===== src/rtl/xlate_cache.sv =====
module xlate_cache #(
  parameter int ADDR_W  = 16,
  parameter int OFF_W   = 8,
  parameter int PPN_W   = 8,
  parameter int ENTRIES = 8,
  parameter int PERM_W  = 2
) (
  input  logic                   clk,
  input  logic                   rst_n,
  input  logic                   flush,
  input  logic                   req_valid,
  input  logic                   req_write,
  input  logic [ADDR_W-1:0]      req_vaddr,
  output logic                   hit,
  output logic                   miss,
  output logic                   prot_fault,
  output logic                   hit_dirty,
  output logic [PPN_W+OFF_W-1:0] paddr,
  input  logic                   fill_valid,
  input  logic [ADDR_W-OFF_W-1:0] fill_vpn,
  input  logic [PPN_W-1:0]       fill_ppn,
  input  logic [PERM_W-1:0]      fill_perm,
  input  logic                   fill_dirty
);
  localparam int VPN_W = ADDR_W - OFF_W;
  localparam int IDX_W = $clog2(ENTRIES);
  localparam logic [IDX_W-1:0] OLDEST = IDX_W'(ENTRIES - 1);

  logic [ENTRIES-1:0] valid, dirty, match;
  logic [VPN_W-1:0]   tag  [ENTRIES];
  logic [PPN_W-1:0]   ppn  [ENTRIES];
  logic [PERM_W-1:0]  perm [ENTRIES];
  logic [IDX_W-1:0]   rank [ENTRIES];

  logic [VPN_W-1:0] vpn;
  logic [IDX_W-1:0] hit_idx, victim, touch_idx, old_rank;
  logic             found, perm_ok, upd_hit, touch_en;

  assign vpn = req_vaddr[ADDR_W-1:OFF_W];

  for (genvar g = 0; g < ENTRIES; g++) begin : g_cmp
    assign match[g] = valid[g] && (tag[g] == vpn);
  end

  always_comb begin
    hit_idx = '0;
    for (int i = ENTRIES - 1; i >= 0; i--)
      if (match[i]) hit_idx = IDX_W'(i);
  end

  always_comb begin
    victim = '0;
    found  = 1'b0;
    for (int i = ENTRIES - 1; i >= 0; i--)
      if (!valid[i]) begin
        victim = IDX_W'(i);
        found  = 1'b1;
      end
    if (!found)
      for (int i = 0; i < ENTRIES; i++)
        if (rank[i] == OLDEST) victim = IDX_W'(i);
  end

  assign perm_ok    = req_write ? perm[hit_idx][1] : perm[hit_idx][0];
  assign hit        = req_valid && (|match);
  assign miss       = req_valid && !(|match);
  assign prot_fault = hit && !perm_ok;
  assign hit_dirty  = hit && dirty[hit_idx];
  assign paddr      = {ppn[hit_idx], req_vaddr[OFF_W-1:0]};

  assign upd_hit   = !flush && !fill_valid && hit && perm_ok;
  assign touch_en  = !flush && (fill_valid || upd_hit);
  assign touch_idx = fill_valid ? victim : hit_idx;
  assign old_rank  = rank[touch_idx];

  always_ff @(posedge clk) begin
    if (!rst_n || flush) begin
      valid <= '0;
      for (int i = 0; i < ENTRIES; i++) rank[i] <= OLDEST;
      if (!rst_n) begin
        dirty <= '0;
        for (int i = 0; i < ENTRIES; i++) begin
          tag[i]  <= '0;
          ppn[i]  <= '0;
          perm[i] <= '0;
        end
      end
    end else begin
      if (touch_en)
        for (int i = 0; i < ENTRIES; i++)
          if (IDX_W'(i) == touch_idx)   rank[i] <= '0;
          else if (rank[i] < old_rank) rank[i] <= rank[i] + 1'b1;
      if (fill_valid) begin
        valid[victim] <= 1'b1;
        dirty[victim] <= fill_dirty;
        tag[victim]   <= fill_vpn;
        ppn[victim]   <= fill_ppn;
        perm[victim]  <= fill_perm;
      end else if (upd_hit && req_write) begin
        dirty[hit_idx] <= 1'b1;
      end
    end
  end
endmodule


===== config.mk =====
export PLATFORM = sky130hd
export DESIGN_NAME = xlate_cache
export DESIGN_NICKNAME = d
export VERILOG_FILES = /design/src/rtl/xlate_cache.sv
export SDC_FILE = /design/constraint.sdc
export NUM_CORES = 1
export LEC_CHECK = 0
export BUFFER_PORTS_ARGS = -buffer_cell sky130_fd_sc_hd__buf_4
export CAP_MARGIN = 25
export CELL_PAD_IN_SITES_DETAIL_PLACEMENT = 1
export CELL_PAD_IN_SITES_GLOBAL_PLACEMENT = 1
export CORE_AREA = 2 2 154 156
export CTS_BUF_LIST = sky130_fd_sc_hd__clkbuf_8
export CTS_CLUSTER_DIAMETER = 30
export DETAILED_ROUTE_END_ITERATION = 6
export DIE_AREA = 0 0 156 158
export GPL_TIMING_DRIVEN = 0
export MAX_ROUTING_LAYER = met4
export PLACE_DENSITY = 0.77
export SETUP_SLACK_MARGIN = 0.3
export SYNTH_ARGS = -nofsm -noshare
export SYNTH_HDL_FRONTEND = slang
export SYNTH_SLANG_ARGS = --single-unit

===== constraint.sdc =====
create_clock -name clk -period 7.85 [get_ports clk]
set_input_delay 1.57 -clock clk [delete_from_list [all_inputs] [get_ports clk]]
set_output_delay 1.57 -clock clk [all_outputs]
set_load 0.02 [all_outputs]

== Word-level counts from Yosys, hierarchy flattened ==
Memory sizes are Yosys's and may differ from the RTL's.
Index checks and enable logic that the tools add are counted.
Cells by class
  equality and inequality tests: 24
  muxes and demuxes: 151
  bitwise gates (word level): 18
  $lt $le $gt $ge: 12
  add/subtract/negate cells: 8
  reduce and logical (&&, ||, !) cells: 33
Operators by type and width (count)
  3-bit 2-to-1 mux: 45
  1-bit 2-to-1 mux: 95
  8-bit equality test: 8
  8-bit 2-to-1 mux: 6
  3-bit by 1-bit adder with 3-bit output, second input constant: 8
  3-bit equality test, second input constant: 8
  3-bit less-than comparator: 8
  8-bit OR reduction: 3
  1-bit logical AND: 19
  1-bit bitwise OR: 16
  8-bit bitwise OR: 2
  3-bit equality test, first input constant: 4
  8-bit bitwise mux: 1
  3-bit by 4-bit less-than comparator with 1-bit output, second input constant: 2
  1-bit demux with 3-bit select: 2
  2-bit by 3-bit equality test with 1-bit output, first input constant: 2
  3-bit by 1-bit greater-or-equal comparator with 1-bit output, second input constant: 2
  1-bit zero test: 5
  1-bit binary-select mux with 3-bit select: 1
  1-bit by 3-bit equality test with 1-bit output, first input constant: 1
  3-bit zero test: 1
  3-bit nonzero test: 1
  1-bit logical OR: 2
  2-bit 2-to-1 mux: 1
  other kinds (3): 3
Word-level totals
  output and inout port bits: 20
  RAM bits: 168
  flip-flop bits (word level): 16
  input port bits: 41
  memories kept: 4
Memory list
  ppn: depth 8, width 8, rd ports 1, clocked after memory_dff 0, wr ports 8, line 31  | logic [PPN_W-1:0] ppn [ENTRIES];
  tag: depth 8, width 8, rd ports 8, clocked after memory_dff 0, wr ports 8, line 30  | logic [VPN_W-1:0] tag [ENTRIES];
  rank: depth 8, width 3, rd ports 9, clocked after memory_dff 0, wr ports 8, line 33  | logic [IDX_W-1:0] rank [ENTRIES];
  perm: depth 8, width 2, rd ports 1, clocked after memory_dff 0, wr ports 8, line 32  | logic [PERM_W-1:0] perm [ENTRIES];

== Logic depth before layout (Yosys ltp) ==
Gate-level depths: netlist of the first run.
An unclocked memory read counts as a cell.
  depth in word-level cells: 26
  mapped depth: 18

== Least setup slack after synthesis of the first run ==
No wires, ideal clock.
  path kind: in2out
  start: in req_vaddr[10]
  end: out hit_dirty
  slack: 1.925 ns
  arrival time: 4.355 ns
  stages: 11
  cell sequence: buf_4 -> xor2_1 -> nor4_1 -> nand4_2 -> nand4_1 -> nor2_1 -> and2_1 -> clkbuf_1 -> inv_1 -> o221ai_1 -> a2111oi_0
Between the ends
  cells in the longest elaborated chain, start to end: 13
RTL lines
  start: declaration: line 13  | input logic [ADDR_W-1:0] req_vaddr,
  8-bit equality test: line 42  | assign match[g] = valid[g] && (tag[g] == vpn);
  1-bit logical AND: line 42
  3-bit 2-to-1 mux (8 in a row): line 48  | if (match[i]) hit_idx = IDX_W'(i);
  1-bit binary-select mux with 3-bit select: line 68  | assign hit_dirty = hit && dirty[hit_idx];
  1-bit 2-to-1 mux (implied by the code): line 68
  1-bit logical AND *: line 68
  end: declaration: line 17  | output logic hit_dirty,
Every way passes the cells marked *; elsewhere a longest branch is shown, timed or not. The select of a mux whose other input is x is not followed.

== Worst setup path in the final report of the first run ==
  start: in req_vaddr[10]
  end: out paddr[15]
Between the ends
  cells in the longest elaborated chain, start to end: 11
RTL lines
  8-bit equality test: line 42
  1-bit logical AND: line 42
  3-bit 2-to-1 mux (7 in a row): line 48
  3-bit 2-to-1 mux *: line 48
  memory read 8 x 8 bit *
  end: declaration: line 18  | output logic [PPN_W+OFF_W-1:0] paddr,
Every way passes the cells marked *; elsewhere a longest branch is shown, timed or not.

==> run summary, run 1 <==
The logs give 2.41 ns for the register-to-register path setup slack and 0 for the number of antenna violations at the first check in global routing. For this design the top-level I/O count stands at 61. The share of post-route cells with drive strength above 1 was 13.7%; the max-slew headroom at the worst pin was 36.3%.

The final-report setup violation count is 0, and the post-route total power is 0.00202 W. Global routing finished with a remaining overflow of 0. Counting every net in the synthesized netlist gives 975. TritonCTS built the clock tree. After clock tree synthesis, the flow added hold-fix buffers numbering 0. The worst path in the final design needs a cycle of 6.87 ns, including I/O delays and setup. Cell count after synthesis: 910. The category of the worst setup path launch point is an input pin. The power per cell area is 176 nW/um2.

For the worst clock skew, the log shows 0.0127 ns. Summed over all nets, the switching power comes to 0.000576 W. In this run, the clock network consumes 31.9% of the power.

In the final design database the tool counted 1,048 nets. The largest driver fanout on the critical path was 10; the sequential element share of the synthesized area was 53.1%. Area inside the core boundary: 23,100 um2. The logs give 56.0% for the sequential power share and 0 for the number of warnings issued by yosys. Routability-driven placement finished with a final weighted congestion of 0.923. The area of the die was 24,600 um2.

Fill cells in the final layout number 2,474. At the pin with the least slew margin, the transition time is 0.952 ns. Input and output buffers added on the ports amount to 43. The post-CTS setup repair buffer count is 0. Traced cell by cell, the critical path runs through buf_4 > xor2_1 > nor4_1 > nand4_2 > and2_1 > and3_1 > nor2_1 > buf_1 > and4b_1 > a221oi_1 > o21ai_0 > buf_4.

The area growth from synthesis to layout came out at 12.2%. The x dimension of the die is 156 um. The kind of end point of the critical path is a primary output. Data arrival time of the worst path: 5.30 ns. The critical path ends at paddr[15]. The tools report the internal power consumption as 0.00144 W.

Clock latency on the worst-skew pair, taken at its later pin, is 0.49 ns. In the layout the commonest cells are sky130_fd_sc_hd__edfxtp_1, sky130_fd_sc_hd__and2_1, sky130_fd_sc_hd__nand2_1, sky130_fd_sc_hd__buf_4, sky130_fd_sc_hd__xnor2_1. The endpoint identified for the worst register-to-register timing path is rank[6][2]. The clock drives 184 sinks. Combinational logic is responsible for 12.1% of the overall power. The tree is rooted in a sky130_fd_sc_hd__clkbuf_8. Counting flops and latches in the post-synthesis netlist gives 184. The type of the tightest min-delay check is reg -> reg. The slowest library cell on the worst path is sky130_fd_sc_hd__buf_1. The number of global-route vias before repair was 7,912. The tools report the number of pins exceeding their max-slew limit in the final report as 0.

The final hold violation count was 0; the post-detailed-route via-to-cell ratio was 5.93. Global-route total usage across every layer: 25.7%. The count of nets left with antenna violations once routing finished came out at 0. Among cell families on the critical path, the largest total delay comes from simple AND/OR/NAND/NOR gates. The mapped netlist covers 10,200 um2. The antenna diode count is 0, and the highest achievable clock rate is 146 MHz. For the DRC violations left, the log shows 0. In this run the number of cells on the critical path is 12. In this design, the stage delay of the slowest critical-path cell is 0.66 ns.

For the worst setup path, the data required time is 6.28 ns. The run finished with clean final reports. Counting flops with an async set or reset pin after synthesis yields a share of 0%. The most common cell type on the critical path was sky130_fd_sc_hd__buf_4. The number of H-tree levels is 4, and the number of vias after detailed routing is 7,631. Of the available clock period, the critical path in the final layout requires 87.5%.

In this run the deepest clock path goes through 2 buffers. The library cell used most frequently in the layout, excluding fill and tap cells, is sky130_fd_sc_hd__edfxtp_1. Entering global routing, the biggest net connects 20 pins.

Max-cap violations in this run came to 0. The number of distinct library cell variants in the gate-level netlist after synthesis was 69. After clock tree synthesis, the clock-pin slew on the worst setup and hold paths is 0.10 ns. The count of flip-flops with a built-in enable after synthesis is 176, and the first-pass detailed-route iteration total is 5. Across the VDD grid, the largest voltage drop is 0.000118 V. The worst reg2reg path depth was 15; the routed wire length per instance was 23.1 um. TritonCTS created 17 clock buffers.

Number of resized instances in the post-cts repair step: 0. Detailed placement finished with a half-perimeter wire length of 21.7 mm. After detailed routing, the total wire length is 29.7 mm. Setup repair after global routing left no endpoint under its margin.

Net switching is 28.5% of the power. The primary flip-flop cell chosen by synthesis mapping is sky130_fd_sc_hd__edfxtp_1. The initial detailed-routing violation count was 523. Row generation in the floorplan step produced 56 rows. The critical path startpoint was req_vaddr[10]. Summed over all cells, the static leakage comes to 4.39 nW. The die is 158 um tall.

The first global-routing pass estimated 45.7 mm of wire. In this run the mean area of a mapped cell was 11.3 um2. The post-route setup TNS is 0 ns. The initial cell density of the core was 44.4%.

The critical path in this run is classified as in -> out. Number of buffer and inverter stages on the critical path: 3. The startpoint identified for the worst register-to-register timing path is tag[0][5].
[layer usage]
layer  vias up  part of all wire, %  GRT usage, %
li1       3528                    -             -
met1      3880                   42          30.7
met2       169                   52          45.3
met3        54                  4.3          3.81
met4         0                  2.3          7.60
met5         -                    0             -
[Yosys cell counts, types with 17 or more instances]
master                     count  share of area (%)
sky130_fd_sc_hd__nor3_1       26                1.3
sky130_fd_sc_hd__inv_1        26               0.95
sky130_fd_sc_hd__xnor2_1      47                4.0
sky130_fd_sc_hd__a21oi_1      17               0.83
sky130_fd_sc_hd__nand2_1      61                2.2
sky130_fd_sc_hd__and3_1       41                2.5
sky130_fd_sc_hd__nand3_1      23                1.1
sky130_fd_sc_hd__o21ai_0      36                1.8
sky130_fd_sc_hd__nor2_1       33                1.2
sky130_fd_sc_hd__edfxtp_1    176                 52
sky130_fd_sc_hd__ha_1         24                2.9
sky130_fd_sc_hd__mux2i_1      32                3.1
sky130_fd_sc_hd__and2_1      120                7.3
sky130_fd_sc_hd__clkbuf_1     30                1.1
[final cells by class]
class / count / area [um2] / share of cell area [%]
inverters: 26 / 97.6 / 0.849
flip-flops and latches: 184 / 5450 / 47.4
well taps: 290 / 363 / 3.16
plain buffers: 52 / 283 / 2.46
clock inverters: 15 / 159 / 1.38
multi-input cells: 648 / 4450 / 38.7
clock buffers: 17 / 234 / 2.04
repair buffers: 54 / 463 / 4.03
[flip-flops by register name (all words and copies together) (netlist names)]
register,cells
perm,16
ppn,64
valid,8
rank,24
tag,64
dirty,8
[per-stage QoR]
step	cell area (um2)	hold WS, ns	utilization [%]	worst slack (ns)	cells
2_1_floorplan	10200	0.472	-	1.93	910
3_5_place_dp	11100	0.539	48.1	1.05	1252
6_report	11500	0.562	49.9	0.983	1286
3_3_place_gp	10900	0.536	47.4	1.17	1243
4_1_cts	11500	0.553	49.8	1.02	1284
5_1_grt	11500	0.581	49.9	0.797	1286
[power groups by stage]
stage | Sequential (W) | Combinational, W | Clock (W)
6_report | 0.00113 | 0.000245 | 0.000645
5_1_grt | 0.00113 | 0.000268 | 0.000680
4_1_cts | 0.00113 | 0.000245 | 0.000651
3_5_place_dp | 0.00115 | 0.000244 | 0
3_3_place_gp | 0.00115 | 0.000227 | 0
2_1_floorplan | 0.00115 | 0.000154 | 0
[worst register-to-register path, delay by kind of cell, from the launching register on]
family | cells | cell delay (ns)
AND/OR/NAND/NOR | 6 | 1.77
AO/OA/AOI/OAI | 4 | 1.44
buffers and inverters | 2 | 0.68
adder cells (fa/ha/maj) | 1 | 0.41
flip-flops | 1 | 0.40
multiplexers | 1 | 0.24
XOR/XNOR | 1 | 0.16
[how the worst min path moves through the flow]
| stage | startpoint | end | depth (start not counted) |
|---|---|---|---|
| after detailed placement | valid[2] | valid[2] | 2 |
| after CTS | valid[2] | valid[2] | 2 |
| after floorplan | valid[0] | valid[0] | 2 |
| after global routing | valid[2] | valid[2] | 2 |
| final | valid[2] | valid[2] | 2 |
| after global placement | valid[2] | valid[2] | 2 |
[cells by family (layout without fill, tap and decap cells)]
kind of cell / after synthesis / after routing / synth area share, %
xor gates and xnor gates: 64 / 64 / 5.69
and+or+nand+nor: 369 / 369 / 20.3
muxes: 33 / 33 / 3.24
DFF: 184 / 184 / 53.1
AOI/OAI and AO/OA: 158 / 158 / 11.0
adders and majority gates: 24 / 24 / 2.93
buffers and inverters: 78 / 164 / 3.71
No activity file was read; power rests on OpenSTA's default activity.
==> run 2: changes to the inputs <==
- CORE_AREA: 2 2 154 156 -> 2 2 140 142
- DIE_AREA: 0 0 156 158 -> 0 0 142 144
- PLACE_DENSITY: 0.77 -> 0.91
==> run 2 against run 1 <==
  * Clock skew increased by 0.0059 ns
  * Critical path type unchanged
  * Non-clock buffer count is 1 higher
  * Count of clock-buffer cells in the layout unchanged
  * Clock power up 0.9%
  * Critical path depth grew 1
  * Register-to-register slack about the same
==> run summary, run 2 (synthesis gave the netlist of run 1 again) <==
The final hold violation count is 0 (unchanged), and the number of buffer and inverter stages on the critical path is 4 (+1). The post-route total power was 0.00203 W (+0.59%). The chip height is 144 um (-8.9%), and the antenna diode count is 0 (unchanged). Share of post-route cells with drive strength above 1: 13.9% (+0.20 points).

The tools report the kind of end point of the critical path as a primary output. The routed wire length came out at 31.4 mm (+5.8%). The tools report the highest achievable clock rate as 148 MHz (+1.9%).

The proportion of total power due to net switching came out at 27.7% (-0.88 points). Maximum number of buffers from clock root to sink: 2 (unchanged). The clock latency on the worst-skew pair was 0.48 ns (about the same); the final-report setup violation count was 0 (unchanged). The number of pins exceeding their max-slew limit in the final report is 0 (unchanged).

The share of the cycle needed by the critical path after routing was 85.8% (-1.6 points). Filler cell count in the final layout: 2,023 (-18%). Setup repair after global routing left no endpoint under its margin.

For the largest net degree at the start of global routing, the log shows 19 (-5.0%). The flow ran to the end, and the final reports show no timing, DRC or antenna violations. Count of input and output buffers: 43 (unchanged). The worst hold path belongs to the class reg -> reg.

The tools report the global-route total usage across every layer as 32.3% (+6.6 points). For this design, the slowest cell found on the critical path is sky130_fd_sc_hd__buf_1. The run gives 20,400 um2 (-17%) as the area of the die. Signal routing reaches up to met4. For the length of routed met2 wiring, the log shows 16.2 mm (+5.8%). On the critical path the largest part of the delay comes from simple AND/OR/NAND/NOR gates. The number of sinks handled by clock tree synthesis was 184 (unchanged); the clock share of power was 32.0% (about the same).

The count of pins on the block boundary is 61 (unchanged), and the remaining global-route overflow is 0 (unchanged). The routed metal-1 wirelength was 11.6 mm (-7.0%). The leading cell type in the layout, fill and taps excluded was sky130_fd_sc_hd__edfxtp_1. The post-CTS setup repair buffer count came out at 0 (unchanged). The logs give 19,100 um2 (-17%) for the area inside the core boundary and 53.7% (+9.3 points) for the initial cell density of the core.

The largest driver fanout on the critical path works out to 10 (unchanged). CTS placed an instance of sky130_fd_sc_hd__clkbuf_8 at the clock tree root. The slew of the pin with the lowest slew margin was 0.981 ns (+0.0295 ns). The final layout net count came out at 1,049 (+0.095%).

Count of hold buffers inserted by post-cts repair: 0 (unchanged). The critical path is of the in -> out type. The number of global-route vias before repair was 8,406 (+6.2%); the number of vias after detailed routing was 8,116 (+6.4%). The final estimated routing congestion in global placement was 0.949 (+2.9%).

The routed wire length per instance is 25.4 um (+10%). The logic gate share of total power is 12.2% (about the same), and the maximum cell stage delay along the critical path is 0.71 ns (+0.05 ns). The tools report the total length of routed met3 wires as 2.37 mm (+88%). The run gives 0 (unchanged) as the number of resized instances in the post-cts repair step. The clock-pin slew reported for the worst setup and hold paths after clock tree synthesis is 0.09 ns (about the same).

Walking the worst path, the cells encountered are buf_4 > xnor2_1 > nand4_1 > or3_1 > clkbuf_1 > and2_1 > and3_1 > nor2_1 > buf_1 > and4b_1 > a221oi_1 > o21ai_0 > buf_4. The sequential power share is 55.8% (-0.2 points), and the total number of placement rows is 51 (-8.9%). The tools report the initial detailed-routing violation count as 702 (+34%). The data arrival time of the worst path was 5.17 ns (-0.13 ns). The run gives 0.0186 ns (+0.00585 ns) as the worst clock skew. The power per cell area is 178 nW/um2 (+1.0%). The top cell types in the final layout, fill and taps aside, are sky130_fd_sc_hd__edfxtp_1, sky130_fd_sc_hd__and2_1, sky130_fd_sc_hd__nand2_1, sky130_fd_sc_hd__buf_4, sky130_fd_sc_hd__xnor2_1. For the number of antenna violations at the first check in global routing, the log shows 0 (unchanged). The post-detailed-route via-to-cell ratio works out to 6.58 (+11%).

For the number of maximum-capacitance violations, the log shows 0 (unchanged). The wire length of the first global-routing pass is 47.6 mm (+4.2%). The DRC violations left came out at 0 (unchanged). The area growth from synthesis to layout works out to 11.7%. The switching component of the power was 0.000562 W (-2.5%); the static leakage power was 4.39 nW (about the same). Maximum VDD drop: 0.000109 V (-7.6%).

The category of the worst setup path launch point was an input pin. The number of clock buffers inserted by TritonCTS is 17 (unchanged). The number of nets still failing antenna checks after routing was 0 (unchanged). The most common cell type on the critical path is sky130_fd_sc_hd__buf_4. The minimum clock period came out at 6.74 ns (-0.129 ns). The largest registers in the layout are ppn: 64 flops, tag: 64 flops, rank: 24 flops. For the internal power consumption, the log shows 0.00147 W (+1.8%). For the first-pass detailed-route iteration total, the log shows 5 (unchanged). For the placed wire-length estimate after detailed placement, the log shows 22.3 mm (+2.6%). Required time of the worst setup path: 6.28 ns (about the same).

TritonCTS built the clock tree. The max-slew headroom at the worst pin was 34.3% (-2.0 points). The tools report the number of H-tree levels as 4 (unchanged). The post-route setup TNS was 0 ns (unchanged); the x dimension of the die was 142 um (-9.0%).
## run 2: changes by cell type in the layout (fill, tap and decap cells not counted), sizes merged
| cell | delta |
|---|---|
| clkinv | -1 |
| bufinv | +1 |
| buf | +1 |
| inv | -2 |
| clkinvlp | +1 |
## run 2: layout make-up
| type | instances | area, um2 | share of cell area (%) |
|---|---|---|---|
| Sequential cell | 184 | 5450 | 47.6 |
| Clock buffer | 17 | 234 | 2.04 |
| Timing Repair Buffer | 55 | 479 | 4.19 |
| Inverter | 26 | 97.6 | 0.853 |
| Tap cell | 238 | 298 | 2.60 |
| Clock inverter | 14 | 158 | 1.38 |
| Buffer | 52 | 283 | 2.47 |
| Multi-Input combinational cell | 648 | 4450 | 38.9 |
## run 2: final timing paths
kind,cells after the start,to,slack [ns],start
setup / recovery,13,paddr[12],1.11,req_vaddr[14]
hold / removal,2,valid[2],0.57,valid[2]
setup reg to reg,15,rank[7][1],2.40,tag[4][4]
hold reg to reg,2,valid[2],0.57,valid[2]
## run 2: layer usage
metal / up-vias / global-route usage (%)
li1: 3533 / -
met1: 4018 / 36.7
met2: 444 / 55.8
met3: 121 / 5.96
met4: 0 / 14.5
met5: - / -
## run 2: worst min-delay path: cells and delay by family, from the launching register on
| kind | cells | cell delay, ns |
|---|---|---|
| AO/OA/AOI/OAI | 1 | 0.07 |
| flip-flops | 1 | 0.38 |
| AND/OR/NAND/NOR | 1 | 0.08 |
## run 2: power groups by stage
stage	clock [W]	combinational [W]	sequential (W)
final	0.000651	0.000248	0.00113
after global routing	0.000684	0.000268	0.00114
after CTS	0.000649	0.000245	0.00113
after detailed placement	0	0.000243	0.00115
after global placement	0	0.000222	0.00115
after floorplan	0	0.000154	0.00115
## run 2: per-stage QoR
step / utilization, % / cell area, um2 / hold slack [ns] / cells / setup WS (ns)
floorplan: - / 10200 / 0.472 / 910 / 1.93
global placement: 57.0 / 10900 / 0.515 / 1191 / 1.36
detailed placement: 57.9 / 11000 / 0.543 / 1201 / 1.19
CTS: 59.9 / 11400 / 0.558 / 1232 / 1.22
global route: 60.0 / 11400 / 0.592 / 1234 / 0.944
finish: 60.0 / 11400 / 0.569 / 1234 / 1.11
